## src/rtl/convstart_pwr_pkg.sv

```systemverilog
package convstart_pwr_pkg;

    typedef enum logic [1:0] {
        PM_FORCE_OFF = 2'b00,
        PM_AUTO_PART = 2'b01,
        PM_AUTO_OFF  = 2'b10,
        PM_STAY_ON   = 2'b11
    } pwr_mode_t;

    typedef enum logic [1:0] {
        PWR_OFF  = 2'b00,
        PWR_PART = 2'b01,
        PWR_ON   = 2'b10
    } pwr_state_t;

    typedef enum logic [1:0] {
        SQ_IDLE   = 2'b00,
        SQ_SETTLE = 2'b01,
        SQ_CONV   = 2'b10,
        SQ_DONE   = 2'b11
    } seq_state_t;

    typedef struct packed {
        pwr_mode_t mode;
        logic      start;
        logic      ext_ref;
    } ctrl_word_t;

    function automatic pwr_state_t after_conv(input pwr_mode_t m);
        case (m)
            PM_AUTO_PART: after_conv = PWR_PART;
            PM_STAY_ON:   after_conv = PWR_ON;
            default:      after_conv = PWR_OFF;
        endcase
    endfunction

endpackage

```

## src/rtl/convstart_edge_det.sv

```systemverilog
module convstart_edge_det (
    input  logic clk,
    input  logic rst,
    input  logic pin,
    output logic rise
);
    logic pin_q;

    always_ff @(posedge clk) begin
        if (rst) pin_q <= 1'b0;
        else     pin_q <= pin;
    end

    assign rise = pin & ~pin_q;
endmodule

```

## src/rtl/convstart_down_timer.sv

```systemverilog
module convstart_down_timer #(
    parameter int CNT_W = 8
) (
    input  logic             clk,
    input  logic             rst,
    input  logic             load,
    input  logic [CNT_W-1:0] load_val,
    output logic             zero
);
    logic [CNT_W-1:0] cnt;

    always_ff @(posedge clk) begin
        if (rst)              cnt <= '0;
        else if (load)        cnt <= load_val;
        else if (cnt != '0)   cnt <= cnt - 1'b1;
    end

    assign zero = (cnt == '0);

    // a load always leaves a nonzero or zero count that then only falls
    assert_count_falls_R2: assert property (@(posedge clk) disable iff (rst)
        (!load && !zero) |=> (cnt < $past(cnt)));
endmodule

```

## src/rtl/convstart_pwr_ctl.sv

```systemverilog
module convstart_pwr_ctl
    import convstart_pwr_pkg::*;
(
    input  logic       clk,
    input  logic       rst,
    input  logic       force_off,
    input  logic       force_on,
    input  logic       conv_go,
    input  logic       conv_end,
    input  pwr_mode_t  mode_q,
    output pwr_state_t pwr
);
    always_ff @(posedge clk) begin
        if (rst)            pwr <= PWR_OFF;
        else if (force_off) pwr <= PWR_OFF;
        else if (force_on)  pwr <= PWR_ON;
        else if (conv_end)  pwr <= after_conv(mode_q);
        else if (conv_go)   pwr <= PWR_ON;
    end

    assert_force_off_R7: assert property (@(posedge clk) disable iff (rst)
        force_off |=> (pwr == PWR_OFF));

    assert_partial_end_R5: assert property (@(posedge clk) disable iff (rst)
        (conv_end && !force_off && !force_on && mode_q == PM_AUTO_PART) |=> (pwr == PWR_PART));

    assert_stay_on_R8: assert property (@(posedge clk) disable iff (rst)
        (force_on && !force_off) |=> (pwr == PWR_ON));
endmodule

```

## src/rtl/convstart_pwr_seq.sv

```systemverilog
module convstart_pwr_seq
    import convstart_pwr_pkg::*;
#(
    parameter int SETTLE_CYC = 40,
    parameter int CONV_CYC   = 230
) (
    input  logic       clk,
    input  logic       rst,
    input  logic       cfg_wr_done,
    input  logic [1:0] cfg_pwr_mode,
    input  logic       cfg_sw_start,
    input  logic       cfg_ext_ref,
    input  logic       hw_start,
    output logic       busy,
    output logic       eoc,
    output logic [1:0] power_state,
    output logic       ref_en,
    output logic       sw_start_flag
);
    localparam int MAX_CYC = (SETTLE_CYC > CONV_CYC) ? SETTLE_CYC : CONV_CYC;
    localparam int CNT_W   = $clog2(MAX_CYC + 1);
    localparam logic [CNT_W-1:0] SETTLE_LD = CNT_W'(SETTLE_CYC - 1);
    localparam logic [CNT_W-1:0] CONV_LD   = CNT_W'(CONV_CYC - 1);

    ctrl_word_t wr_word;
    ctrl_word_t ctl_q;
    seq_state_t st;
    pwr_state_t pwr;
    logic       hw_rise;
    logic       t_zero;
    logic       t_load;
    logic [CNT_W-1:0] t_val;
    logic       force_off, force_on, acc_sw, acc_hw, conv_last;

    assign wr_word = '{mode: pwr_mode_t'(cfg_pwr_mode), start: cfg_sw_start, ext_ref: cfg_ext_ref};

    convstart_edge_det u_edge (
        .clk (clk), .rst (rst), .pin (hw_start), .rise (hw_rise)
    );

    assign force_off = cfg_wr_done && (wr_word.mode == PM_FORCE_OFF);
    assign force_on  = cfg_wr_done && (wr_word.mode == PM_STAY_ON);
    assign acc_sw    = cfg_wr_done && wr_word.start && (wr_word.mode != PM_FORCE_OFF)
                       && (st == SQ_IDLE);
    assign acc_hw    = hw_rise && !cfg_wr_done && (ctl_q.mode != PM_FORCE_OFF)
                       && (st == SQ_IDLE);
    assign conv_last = (st == SQ_CONV) && t_zero;

    always_comb begin
        t_load = 1'b0;
        t_val  = CONV_LD;
        if (!force_off) begin
            if (acc_sw) begin
                t_load = 1'b1;
                t_val  = SETTLE_LD;
            end else if (acc_hw || (st == SQ_SETTLE && t_zero)) begin
                t_load = 1'b1;
            end
        end
    end

    convstart_down_timer #(.CNT_W(CNT_W)) u_timer (
        .clk (clk), .rst (rst), .load (t_load), .load_val (t_val), .zero (t_zero)
    );

    always_ff @(posedge clk) begin
        if (rst) begin
            st <= SQ_IDLE;
        end else if (force_off) begin
            st <= SQ_IDLE;
        end else begin
            case (st)
                SQ_IDLE:   if (acc_sw) st <= SQ_SETTLE;
                           else if (acc_hw) st <= SQ_CONV;
                SQ_SETTLE: if (t_zero) st <= SQ_CONV;
                SQ_CONV:   if (t_zero) st <= SQ_DONE;
                default:   st <= SQ_IDLE;
            endcase
        end
    end

    always_ff @(posedge clk) begin
        if (rst) begin
            ctl_q <= '{mode: PM_FORCE_OFF, start: 1'b0, ext_ref: 1'b0};
        end else begin
            if (cfg_wr_done) begin
                ctl_q.mode    <= wr_word.mode;
                ctl_q.ext_ref <= wr_word.ext_ref;
            end
            if (force_off || conv_last) ctl_q.start <= 1'b0;
            else if (acc_sw)            ctl_q.start <= 1'b1;
        end
    end

    convstart_pwr_ctl u_pwr (
        .clk       (clk),
        .rst       (rst),
        .force_off (force_off),
        .force_on  (force_on),
        .conv_go   (acc_sw || acc_hw),
        .conv_end  (st == SQ_DONE),
        .mode_q    (ctl_q.mode),
        .pwr       (pwr)
    );

    assign busy          = (st == SQ_SETTLE) || (st == SQ_CONV);
    assign eoc           = (st == SQ_DONE);
    assign power_state   = pwr;
    assign ref_en        = !ctl_q.ext_ref && (pwr != PWR_OFF);
    assign sw_start_flag = ctl_q.start;

    assert_eoc_single_R2: assert property (@(posedge clk) disable iff (rst)
        eoc |=> !eoc);

    assert_eoc_not_busy_R2: assert property (@(posedge clk) disable iff (rst)
        !(eoc && busy));

    assert_flag_clear_R4: assert property (@(posedge clk) disable iff (rst)
        eoc |-> !sw_start_flag);

    assert_busy_on_R6: assert property (@(posedge clk) disable iff (rst)
        busy |-> (power_state == 2'b10));

    assert_ext_ref_R10: assert property (@(posedge clk) disable iff (rst)
        (cfg_wr_done && cfg_ext_ref) |=> !ref_en);

    assert_pwr_cause_R5: assert property (@(posedge clk) disable iff (rst)
        (power_state != $past(power_state)) |->
            ($past(cfg_wr_done) || $past(eoc) || $past(hw_start)));
endmodule

```

## config.mk

```make
export PLATFORM = sky130hd
export DESIGN_NAME = convstart_pwr_seq
export DESIGN_NICKNAME = d
export VERILOG_FILES = /design/src/rtl/convstart_pwr_pkg.sv /design/src/rtl/convstart_edge_det.sv /design/src/rtl/convstart_down_timer.sv /design/src/rtl/convstart_pwr_ctl.sv /design/src/rtl/convstart_pwr_seq.sv
export SDC_FILE = /design/constraint.sdc
export NUM_CORES = 1
export LEC_CHECK = 0
export ABC_AREA = 1
export BUFFER_PORTS_ARGS = -buffer_cell sky130_fd_sc_hd__buf_2
export CAP_MARGIN = 20
export CELL_PAD_IN_SITES_DETAIL_PLACEMENT = 0
export CELL_PAD_IN_SITES_GLOBAL_PLACEMENT = 1
export CORE_MARGIN = 4
export CORE_UTILIZATION = 43
export CTS_CLUSTER_DIAMETER = 80
export DETAILED_ROUTE_END_ITERATION = 8
export PLACE_DENSITY_LB_ADDON = 0.1
export SYNTH_ARGS = -nofsm -noshare
export SYNTH_HDL_FRONTEND = slang
export SYNTH_SLANG_ARGS = --single-unit
```

## constraint.sdc

```tcl
create_clock -name clk -period 3 [get_ports clk]
set_clock_uncertainty 0.2 [all_clocks]
set_input_delay 0.75 -clock clk [delete_from_list [all_inputs] [get_ports clk]]
set_output_delay 0.75 -clock clk [all_outputs]
set_load 0.02 [all_outputs]
```

==> metrics.yaml, run 1 <==
yosys:
  synthMuxAreaShare: 0
  ys_ff_latch: 17
  yosys.area.top_type: "dfxtp_1"
  syn_area_per_cell_sq_um: 7.27
  synth_compound_area_frac: 0.0984
  synthSimpleGateAreaFrac: 0.357
  synthFlopType: "dfxtp_1"
  ys.warnings.count: 0
  synth_top_area_share: 0.335
  synth_fa_ha_area_frac: 0.0861
  synth_top_family_by_area: "simple AND/OR/NAND/NOR gates"
  ys_types: 27
  synthesis.nets: 155
  async_flop_share: 0
  ys_seq_area_frac: 0.335
  yosys-top-cells-area: "dfxtp_1, nor2_1, nand2_1"
  synth-edff-count: 0
  syn_inst: 140
  synthXorXnorAreaFrac: 0.0431
  synth_area_sq_um: 1020
grt:
  grt_pass1_vias: 826
  met1_usage: 0.171
  busiest_layer: "met2"
  grtUsageTotal: 0.133
  overflow: 0
  grt_use_met2: 0.211
  antenna_found_initial: 0
  grt_pass1_wl_mm: 3.37
  grt_max_degree: 10
  grt.met3_usage: 0.0207
die:
  num_rows: 17
  chipWidth_microns: 56.6
  die_h_microns: 56.6
  core_sq_um: 2230
  io_pins: 14
  start_util: 0.455
  die_area_sq_um: 3210
final_layout:
  nets: 172
  antennaDiodeCount: 0
  drive_above_1_share: 0.212
  fillers: 235
  area_delta_synth_final_pct: 12.1
critical_path:
  arrival_ns: 1.28
  critPathLaunchType: "register"
  r2r-start: "st[1]"
  reg2regPathDepth: 9
  critPathLaunch: "st[1]"
  cp_max_fo: 6
  rrSetupSlack_ns: 1.16
  crit_path_end_kind: "output pin"
  required_ns: 2.05
  worstSetupPathType: "register to output pin"
  r2r_end: "st[0]"
sta:
  finalHoldViolations: 0
  drv_slew: 0
  period_share: 0.743
  setup_viol: 0
  worst_hold_slack_ns: 0.277
  fmax_mhz: 448
  setup-tns-final_ns: 0
  worst_slew_pin_slew_ns: 0.271
  period_needed_ns: 2.23
  rsz0062_at_grt: "false"
  relSlewSlack: 0.818
power_and_ir_drop:
  p_switching_uw: 528
  swShare: 0.469
  power_density_nw_per_um2: 988
  total_leakage_power_nw: 0.609
  vdd_drop_max_mv: 0.548
  combPwrFrac: 0.576
  intPower_uw: 598
  seq_power_share: 0.316
  clockPowerShare: 0.108
worst_hold_path:
  min_path_type: "register to register"
  min_from: "sw_start_flag"
  worstHoldEndpoint: "sw_start_flag"
  hold_depth: 2
detailed_routing:
  drtPass1Iterations: 4
  avgRoutedWirePerCell_microns: 10.6
  ant_nets: 0
  drt_wl_total_mm: 1.96
  drcViolationCount: 0
  vias: 857
  via_per_inst: 4.66
  drt_iter0_markers: 12
flow_run:
  drv_cap: 0
clocking:
  cts_hold_buffers: 0
  h-tree-depth: 1
  cts_sinks: 17
  cts_resized: 0
  clk_latency_ns: 0.28
  cts_buffer_depth: 2
  clkTransAtPathRegs_ns: 0.10
  post-cts-setup-buffer-count: 0
  cts.root.buffer_cell: "clkbuf_4"
  cts_made_buffers: 3
  cts_tree: "built"
placement:
  dp_hpwl_mm: 1.58
  gp_congestion: 0.811
  numPortBuffers: 13
run_status:
  status: "finished clean"
cell families (layout without fill, tap and decap cells):
family	count (synthesis)	after routing
xor gates and xnor gates	5	5
buffers and inverters	22	38
AOI/OAI and AO/OA	17	17
and+or+nand+nor	72	72
adders and majority gates	7	7
DFF	17	17
Yosys cell counts, types with 2 or more instances:
| library cell | instances |
|---|---|
| nand2_4 | 4 |
| inv_1 | 18 |
| xor2_1 | 4 |
| o21ai_0 | 5 |
| dfxtp_1 | 17 |
| a21oi_1 | 6 |
| nor2_2 | 2 |
| inv_2 | 3 |
| nand3_1 | 5 |
| ha_1 | 7 |
| nor2_1 | 27 |
| nand2_1 | 25 |
| nand2_2 | 3 |
routing by layer:
layer,wire length [microns],part of all wire,vias to the layer above
li1,-,-,472
met5,0,0,-
met2,957,0.49,10
met4,17,0.0087,0
met3,45,0.023,2
met1,934,0.48,373
power by group through the flow:
stage	clock network (mW)	registers (mW)	logic, mW
2_1_floorplan	0	0.354	0.536
3_3_place_gp	0	0.359	0.655
3_5_place_dp	0	0.361	0.655
4_1_cts	0.131	0.356	0.660
5_1_grt	0.138	0.366	0.743
6_report	0.121	0.356	0.648
final cells by class:
class | instances | area, sq um | area share
flip-flops and latches | 17 | 340 | 0.299
well taps | 28 | 35.0 | 0.0307
inverters | 21 | 78.8 | 0.0692
repair buffers | 13 | 65.1 | 0.0571
multi-input cells | 101 | 594 | 0.521
clock buffers | 4 | 26.3 | 0.0231
flip-flops by register name, indices dropped and copies added, names as in the netlist:
name	count
st	2
ctl_q	3
u_edge.pin_q	1
sw_start_flag	1
u_timer.cnt	8
u_pwr.pwr	2
layout by cell type, fill, tap and decap left out:
master,instances
or2_2,1
o21ai_0,5
a32oi_1,1
clkbuf_1,1
a21oi_1,6
inv_2,3
nand3_1,5
nor2_8,1
nand2_1,25
nand2_2,3
a21oi_2,1
nand2_4,4
dfxtp_1,17
ha_1,7
buf_2,13
o22ai_1,1
nor2_1,27
nand3_4,1
nor2_2,2
nor3b_1,1
nand3_2,1
clkbuf_4,3
inv_1,18
a221oi_1,1
nor3_1,1
o31ai_1,1
xnor2_1,1
o21ai_1,1
xor2_1,4
per-stage QoR:
stage / power, mW / instance area (sq um) / setup slack, ns / util / cells
detailed placement: 1.02 / 1110 / 0.975 / 0.499 / 180
global route: 1.25 / 1140 / 0.646 / 0.510 / 184
global placement: 1.01 / 1110 / 1.00 / 0.499 / 180
CTS: 1.15 / 1140 / 0.746 / 0.510 / 184
finish: 1.13 / 1140 / 0.770 / 0.510 / 184
floorplan: 0.890 / 1020 / 1.21 / - / 140
critical path, cell delays in order, from the launching register on:
cell	delay, ns
dfxtp_1	0.43
inv_1	0.10
ha_1	0.30
buf_2	0.16
worst max path at each step:
stage | endpoint | slack (ns) | depth (start not counted)
2_1_floorplan | busy | 1.21 | 2
3_3_place_gp | st[0] | 1.00 | 8
3_5_place_dp | st[0] | 0.97 | 8
4_1_cts | busy | 0.75 | 3
5_1_grt | busy | 0.65 | 3
6_report | busy | 0.77 | 3
Note: power is estimated with default switching activity, not from simulation.
==> run 2, diff against run 1 <==
--- a/config.mk
+++ b/config.mk
@@ -5,13 +5,13 @@
 export SDC_FILE = /design/constraint.sdc
 export NUM_CORES = 1
 export LEC_CHECK = 0
-export ABC_AREA = 1
+export ABC_AREA = 0
 export BUFFER_PORTS_ARGS = -buffer_cell sky130_fd_sc_hd__buf_2
 export CAP_MARGIN = 20
 export CELL_PAD_IN_SITES_DETAIL_PLACEMENT = 0
 export CELL_PAD_IN_SITES_GLOBAL_PLACEMENT = 1
 export CORE_MARGIN = 4
-export CORE_UTILIZATION = 43
+export CORE_UTILIZATION = 37
 export CTS_CLUSTER_DIAMETER = 80
 export DETAILED_ROUTE_END_ITERATION = 8
 export PLACE_DENSITY_LB_ADDON = 0.1
==> constraint.sdc (replaced) <==
create_clock -name clk -period 1.9 [get_ports clk]
set_clock_uncertainty 0.2 [all_clocks]
set_input_delay 0.475 -clock clk [delete_from_list [all_inputs] [get_ports clk]]
set_output_delay 0.475 -clock clk [all_outputs]
set_load 0.02 [all_outputs]
==> run 2 against run 1 <==
Compared with the run above: first-iteration DRC count up 42%; critical path type is now register to register; via count up 12%; wire length up 21%; sequential power up 69%; sequential share of layout area down 4.4 points.
==> metrics.yaml, run 2 <==
die:
  start_util: 0.398  # -0.0576
  die_area_sq_um: 3610  # +13%
  core_sq_um: 2520  # +13%
  num_rows: 18  # +1
  io_pins: 14  # unchanged
  chipWidth_microns: 60.1  # +6.1%
  die_h_microns: 60.1  # +6.1%
yosys:
  syn_area_per_cell_sq_um: 8.80  # +21%
  synth_top_area_share: 0.339  # +0.00459
  ys_types: 40  # +48%
  yosys.area.top_type: "dfxtp_1"
  ys_ff_latch: 17  # unchanged
  synthesis.nets: 129  # -17%
  syn_inst: 114  # -19%
  synthFlopType: "dfxtp_1"
  async_flop_share: 0  # unchanged
  synth_area_sq_um: 1000  # -1.4%
  synth_most_common_cell: "dfxtp_1"
  yosys-top-cells-area: "dfxtp_1, ha_1, mux2i_1"
  ys_seq_area_frac: 0.339  # +0.00459
  ys.warnings.count: 0  # unchanged
  synth-edff-count: 0  # unchanged
  synth_top_cells_by_count: "dfxtp_1, nor2_1, a21oi_1"
final_layout:
  regArea_sq_um: 345  # +1.5%
  final_common_cell: "buf_4"
  fillers: 274  # +17%
  antennaDiodeCount: 0  # unchanged
  drive_above_1_share: 0.388  # +0.176
  nets: 163  # -5.2%
  area_delta_synth_final_pct: 35.0
  layout_common_cells: "buf_4, dfxtp_1, nor2_1, buf_2, a21oi_1"
  top_regs: "u_timer.cnt: 8 flops, ctl_q: 3 flops"
  stdcell_count: 177  # -3.8%
  multiInputGateArea_sq_um: 702  # +18%
  top_register: "u_timer.cnt"
  largest_reg_flops: 8  # unchanged
power_and_ir_drop:
  vdd_drop_max_mv: 0.931  # +70%
  power_density_nw_per_um2: 1510  # +53%
  total_power_mw: 2.05  # +82%
  total_leakage_power_nw: 0.570  # -6.5%
detailed_routing:
  avgRoutedWirePerCell_microns: 13.4  # +26%
  drt_wl_total_mm: 2.36  # +21%
  drcViolationCount: 0  # unchanged
  via_per_inst: 5.41  # +16%
  ant_nets: 0  # unchanged
  drtPass1Iterations: 4  # unchanged
  vias: 957  # +12%
  drt_iter0_markers: 17  # +5
grt:
  grt_max_degree: 15  # +5
  grt_pass1_wl_mm: 3.73  # +11%
  antenna_found_initial: 0  # unchanged
  grt_pass1_vias: 878  # +6.3%
  grtUsageTotal: 0.139  # +0.00674
  overflow: 0  # unchanged
placement:
  dp_hpwl_mm: 1.73  # +9.2%
  dpl_worst_slack_ns: -0.00206  # -0.977 ns
  numPortBuffers: 13  # unchanged
  gp_congestion: 0.807  # -0.52%
  dpl.cell_count: 168  # -6.7%
clocking:
  clk_latency_ns: 0.29  # about the same
  clkTransAtPathRegs_ns: 0.10  # about the same
  cts_hold_buffers: 0  # unchanged
  cts_tree: "built"
  h-tree-depth: 1  # unchanged
  cts_sinks: 17  # unchanged
  cts.root.buffer_cell: "clkbuf_4"
  cts_buffer_depth: 2  # unchanged
  cts_made_buffers: 3  # unchanged
critical_path:
  critPathLaunchType: "register"
  cp_slowest_stage_delay_ns: 0.51  # +0.08 ns
  arrival_ns: 1.85  # +0.57 ns
  cp_max_fo: 7  # +1
  cp_cell_sequence: "inv_2 > ha_4 > nor3b_4 > buf_6 > a21oi_4 > or4_1 > a21oi_1"
  crit_family: "simple AND/OR/NAND/NOR gates"
  crit_path_end_kind: "register"
  required_ns: 1.93  # -0.12 ns
  worstSetupPathType: "register to register"
  cp_num_buf_inv: 2  # unchanged
  crit_slowest_cell: "or4_1"
sta:
  period_share: 0.955
  rsz0062_at_grt: "true"
  setup_viol: 0  # unchanged
  drv_slew: 0  # unchanged
  fmax_mhz: 551
  setup_ws_ns: 0.0851  # -0.685 ns
  relSlewSlack: 0.759  # -0.0591
  worst_slew_pin_slew_ns: 0.360  # +0.0897 ns
  setup-tns-final_ns: 0  # unchanged
  period_needed_ns: 1.81
  finalHoldViolations: 0  # unchanged
  worst_hold_slack_ns: 0.219  # -0.0575 ns
flow_run:
  drv_cap: 0  # unchanged
worst_hold_path:
  min_path_type: "input port to register"
run_status:
  status: "finished clean"
run 2: cell count changes after synthesis, sizes merged, moves of 3 or more:
| cell | delta |
|---|---|
| nand2 | -29 |
| nand3 | -3 |
| mux2i | +5 |
| or3 | +3 |
| xor2 | -4 |
| o21ai | -3 |
| a21oi | +3 |
| inv | -15 |
| nor2 | -17 |
run 2: timing repair:
action / in CTS / in global routing
gates resized for setup: 1 / 22
endpoints found under the setup margin: 1 / 13
setup buffers: 0 / 5
pin swaps: 0 / 9
gates cloned: 0 / 0
hold endpoints to repair: 0 / 0
run 2: cell type report:
class,count,area share
tap,30,0.0277
inverter,6,0.0166
sequential,17,0.255
timing repair buffer,33,0.163
multi-input combinational,87,0.518
clock buffer,4,0.0194
run 2: through the flow:
step,util,area [sq um]
detailed placement,0.476,1200
floorplan,-,1000
finish,0.537,1360
CTS,0.488,1230
global route,0.537,1360
global placement,0.476,1200
run 2: power breakdown:
group	internal (mW)	total, mW	switching (mW)
clock	0.0816	0.196	0.114
combinational	0.677	1.25	0.575
sequential	0.468	0.602	0.135
total	1.23	2.05	0.824
run 2: final timing paths:
kind / to / slack [ns] / cells after the start / startpoint
worst max-delay path: st[1] / 0.09 / 7 / u_timer.cnt[0]
worst min-delay path: ctl_q[0] / 0.22 / 3 / cfg_ext_ref
worst max register to register: st[1] / 0.09 / 7 / u_timer.cnt[0]
worst min register to register: ctl_q[0] / 0.30 / 2 / ctl_q[0]
run 2: tightest hold or removal path, delay by kind of cell:
| kind | cells | cell delay, ns |
|---|---|---|
| buffers and inverters | 1 | 0.07 |
| AND/OR/NAND/NOR | 1 | 0.07 |
| multiplexers | 1 | 0.05 |
run 2: cell families (layout without fill, tap and decap cells):
family                   count (synthesis)  after routing  share of synthesized area
XOR/XNOR                                 3              3                     0.0262
AO/OA/AOI/OAI                           30             30                      0.204
AND/OR/NAND/NOR                         42             42                      0.253
buffers and inverters                   10             43                     0.0399
multiplexers                             5              5                     0.0499
flip-flops                              17             17                      0.339
adder cells (fa/ha/maj)                  7              7                     0.0873
run 2: layer usage:
metal,GRT usage,share of wire
met2,0.215,0.48
met5,0,0
met4,0.0918,0.026
met1,0.175,0.46
met3,0.0259,0.031
==> run 3, diff against run 2 <==
--- a/config.mk
+++ b/config.mk
@@ -11,7 +11,7 @@
 export CELL_PAD_IN_SITES_DETAIL_PLACEMENT = 0
 export CELL_PAD_IN_SITES_GLOBAL_PLACEMENT = 1
 export CORE_MARGIN = 4
-export CORE_UTILIZATION = 37
+export CORE_UTILIZATION = 45
 export CTS_CLUSTER_DIAMETER = 80
 export DETAILED_ROUTE_END_ITERATION = 8
 export PLACE_DENSITY_LB_ADDON = 0.1
==> constraint.sdc (replaced) <==
create_clock -name clk -period 2.2 [get_ports clk]
set_clock_uncertainty 0.2 [all_clocks]
set_input_delay 0.55 -clock clk [delete_from_list [all_inputs] [get_ports clk]]
set_output_delay 0.55 -clock clk [all_outputs]
set_load 0.02 [all_outputs]
==> run 3 against run 2 <==
Compared with the run above: clock power shrank 13%; non-clock buffer count decreased by 17; wire length fell by 9.2%; first-iteration DRC count is 18% higher; sequential power is 15% lower; global-route usage is 1.6 points higher; critical path depth is 4 lower; worst setup slack improved by 0.066 ns; sequential share of layout area grew 4.2 points; design area is 16% lower; count of clock-buffer cells in the layout fell by 1; register-to-register slack improved by 0.10 ns; critical path type is now register to output pin; critical endpoint is now busy; largest cell class unchanged.
==> metrics.yaml, run 3 (synthesis results as in run 2) <==
run_status:
  status: "finished clean"
detailed_routing:
  route.met2.wl_microns: 966  # -15%
  wl_met3_microns: 94  # +27%
  drt_wl_total_mm: 2.15  # -9.2%
  vias: 885  # -7.5%
  drt_iter0_markers: 20  # +3
  via_per_inst: 5.64  # +4.3%
  drtPass1Iterations: 4  # unchanged
  avgRoutedWirePerCell_microns: 13.7  # +2.4%
  top_layer_used: "met4"
  ant_nets: 0  # unchanged
  met1_length_mm: 1.07  # -1.6%
  drcViolationCount: 0  # unchanged
die:
  die_area_sq_um: 3050  # -16%
  io_pins: 14  # unchanged
  core_sq_um: 2040  # -19%
  start_util: 0.491  # +0.0936
  chipWidth_microns: 55.2  # -8.1%
  die_h_microns: 55.2  # -8.1%
  num_rows: 16  # -2
placement:
  dp_hpwl_mm: 1.64  # -5.1%
  gp_congestion: 0.821  # +1.7%
  dpl_worst_slack_ns: 0.0826  # +0.0847 ns
  numPortBuffers: 13  # unchanged
grt:
  grt_max_degree: 16  # +1
  overflow: 0  # unchanged
  grt_pass1_vias: 858  # -2.3%
  grtUsageTotal: 0.156  # +0.0164
  antenna_found_initial: 0  # unchanged
  grt_pass1_wl_mm: 3.89  # +4.3%
power_and_ir_drop:
  power_density_nw_per_um2: 1310  # -14%
  total_leakage_power_nw: 0.477  # -16%
  vdd_drop_max_mv: 0.676  # -27%
  total_power_mw: 1.49  # -27%
critical_path:
  r2r_end: "u_pwr.pwr[0]"
  arrival_ns: 1.30  # -0.55 ns
  cp_max_fo: 7  # unchanged
  required_ns: 1.45  # -0.48 ns
  crit_path_end_kind: "output pin"
  crit_end: "busy"
  critPathLaunchType: "register"
  reg2regPathDepth: 7  # unchanged
  rrSetupSlack_ns: 0.19  # +0.10 ns
  r2r-start: "st[1]"
  critPathLaunch: "st[1]"
  worstSetupPathType: "register to output pin"
clocking:
  cts.root.buffer_cell: "clkbuf_4"
  cts_buffer_depth: 2  # unchanged
  clk_latency_ns: 0.30  # about the same
  cts_resized: 0  # -1
  clkTransAtPathRegs_ns: 0.09  # about the same
  cts_hold_buffers: 0  # unchanged
  h-tree-depth: 1  # unchanged
  cts_tree: "built"
  cts_sinks: 17  # unchanged
  post-cts-setup-buffer-count: 0  # unchanged
  cts_made_buffers: 3  # unchanged
final_layout:
  largest_reg_flops: 8  # unchanged
  fillers: 207  # -24%
  drive_above_1_share: 0.223  # -0.165
  final_common_cell: "dfxtp_1"
  multiInputGateArea_sq_um: 633  # -9.8%
  antennaDiodeCount: 0  # unchanged
  regArea_sq_um: 340  # -1.4%
  area_delta_synth_final_pct: 14.1
  nets: 146  # -10%
  top_register: "u_timer.cnt"
  layout_common_cells: "dfxtp_1, nor2_1, buf_2"
  top_regs: "u_timer.cnt: 8 flops, ctl_q: 3 flops"
sta:
  rsz0062_at_grt: "false"
  relSlewSlack: 0.738  # -0.0213
  fmax_mhz: 488
  period_share: 0.931
  finalHoldViolations: 0  # unchanged
  setup_ws_ns: 0.151  # +0.0663 ns
  setup_viol: 0  # unchanged
  drv_slew: 0  # unchanged
  setup-tns-final_ns: 0  # unchanged
  period_needed_ns: 2.05
  worst_slew_pin_slew_ns: 0.392  # +0.0318 ns
worst_hold_path:
  min_path_type: "input port to register"
flow_run:
  drv_cap: 0  # unchanged
-- run 3: cell types whose count changed in the layout (fill, tap and decap cells not counted), moves of 2 or more --
cell / delta
buf_4: -17
dfxtp_1: +4
dfxtp_2: -4
ha_1: +3
ha_4: -2
inv_1: +2
inv_2: -2
or3_1: +2
or3_4: -2
-- run 3: routing by layer --
layer | vias up | GRT usage
met4 | 0 | 0.0521
met1 | 417 | 0.206
met3 | 2 | 0.0513
li1 | 454 | -
met5 | - | 0
met2 | 12 | 0.236
-- run 3: layout make-up --
class | instances | area share
multi-input combinational | 87 | 0.553
sequential | 17 | 0.297
timing repair buffer | 16 | 0.0765
tap | 27 | 0.0295
clock buffer | 3 | 0.0197
inverter | 6 | 0.0197
clock inverter | 1 | 0.00437
-- run 3: critical path, cell delays in order, from the launching register on --
cell	delay, ns
dfxtp_1	0.45
inv_1	0.10
ha_1	0.30
buf_2	0.16
-- run 3: how the worst min path moves through the flow --
| stage | start | end | slack (ns) | cells after the start |
|---|---|---|---|---|
| 2_1_floorplan | ctl_q[0] | ctl_q[0] | 0.26 | 2 |
| 3_3_place_gp | sw_start_flag | sw_start_flag | 0.29 | 2 |
| 3_5_place_dp | sw_start_flag | sw_start_flag | 0.30 | 2 |
| 4_1_cts | hw_start | u_edge.pin_q | 0.28 | 2 |
| 5_1_grt | hw_start | u_edge.pin_q | 0.28 | 2 |
| 6_report | hw_start | u_edge.pin_q | 0.29 | 2 |
-- run 3: power by group --
part	total [mW]	internal, mW	switching, mW
clock	0.170	0.0678	0.102
sequential	0.514	0.397	0.117
combinational	0.811	0.392	0.419
total	1.49	0.857	0.638
-- run 3: metrics by stage --
stage / area [sq um] / cells / hold WS, ns / utilization
2_1_floorplan: 1000 / 114 / 0.261 / -
3_3_place_gp: 1110 / 153 / 0.291 / 0.542
3_5_place_dp: 1110 / 153 / 0.298 / 0.542
4_1_cts: 1130 / 157 / 0.280 / 0.556
5_1_grt: 1140 / 157 / 0.282 / 0.561
6_report: 1140 / 157 / 0.290 / 0.561
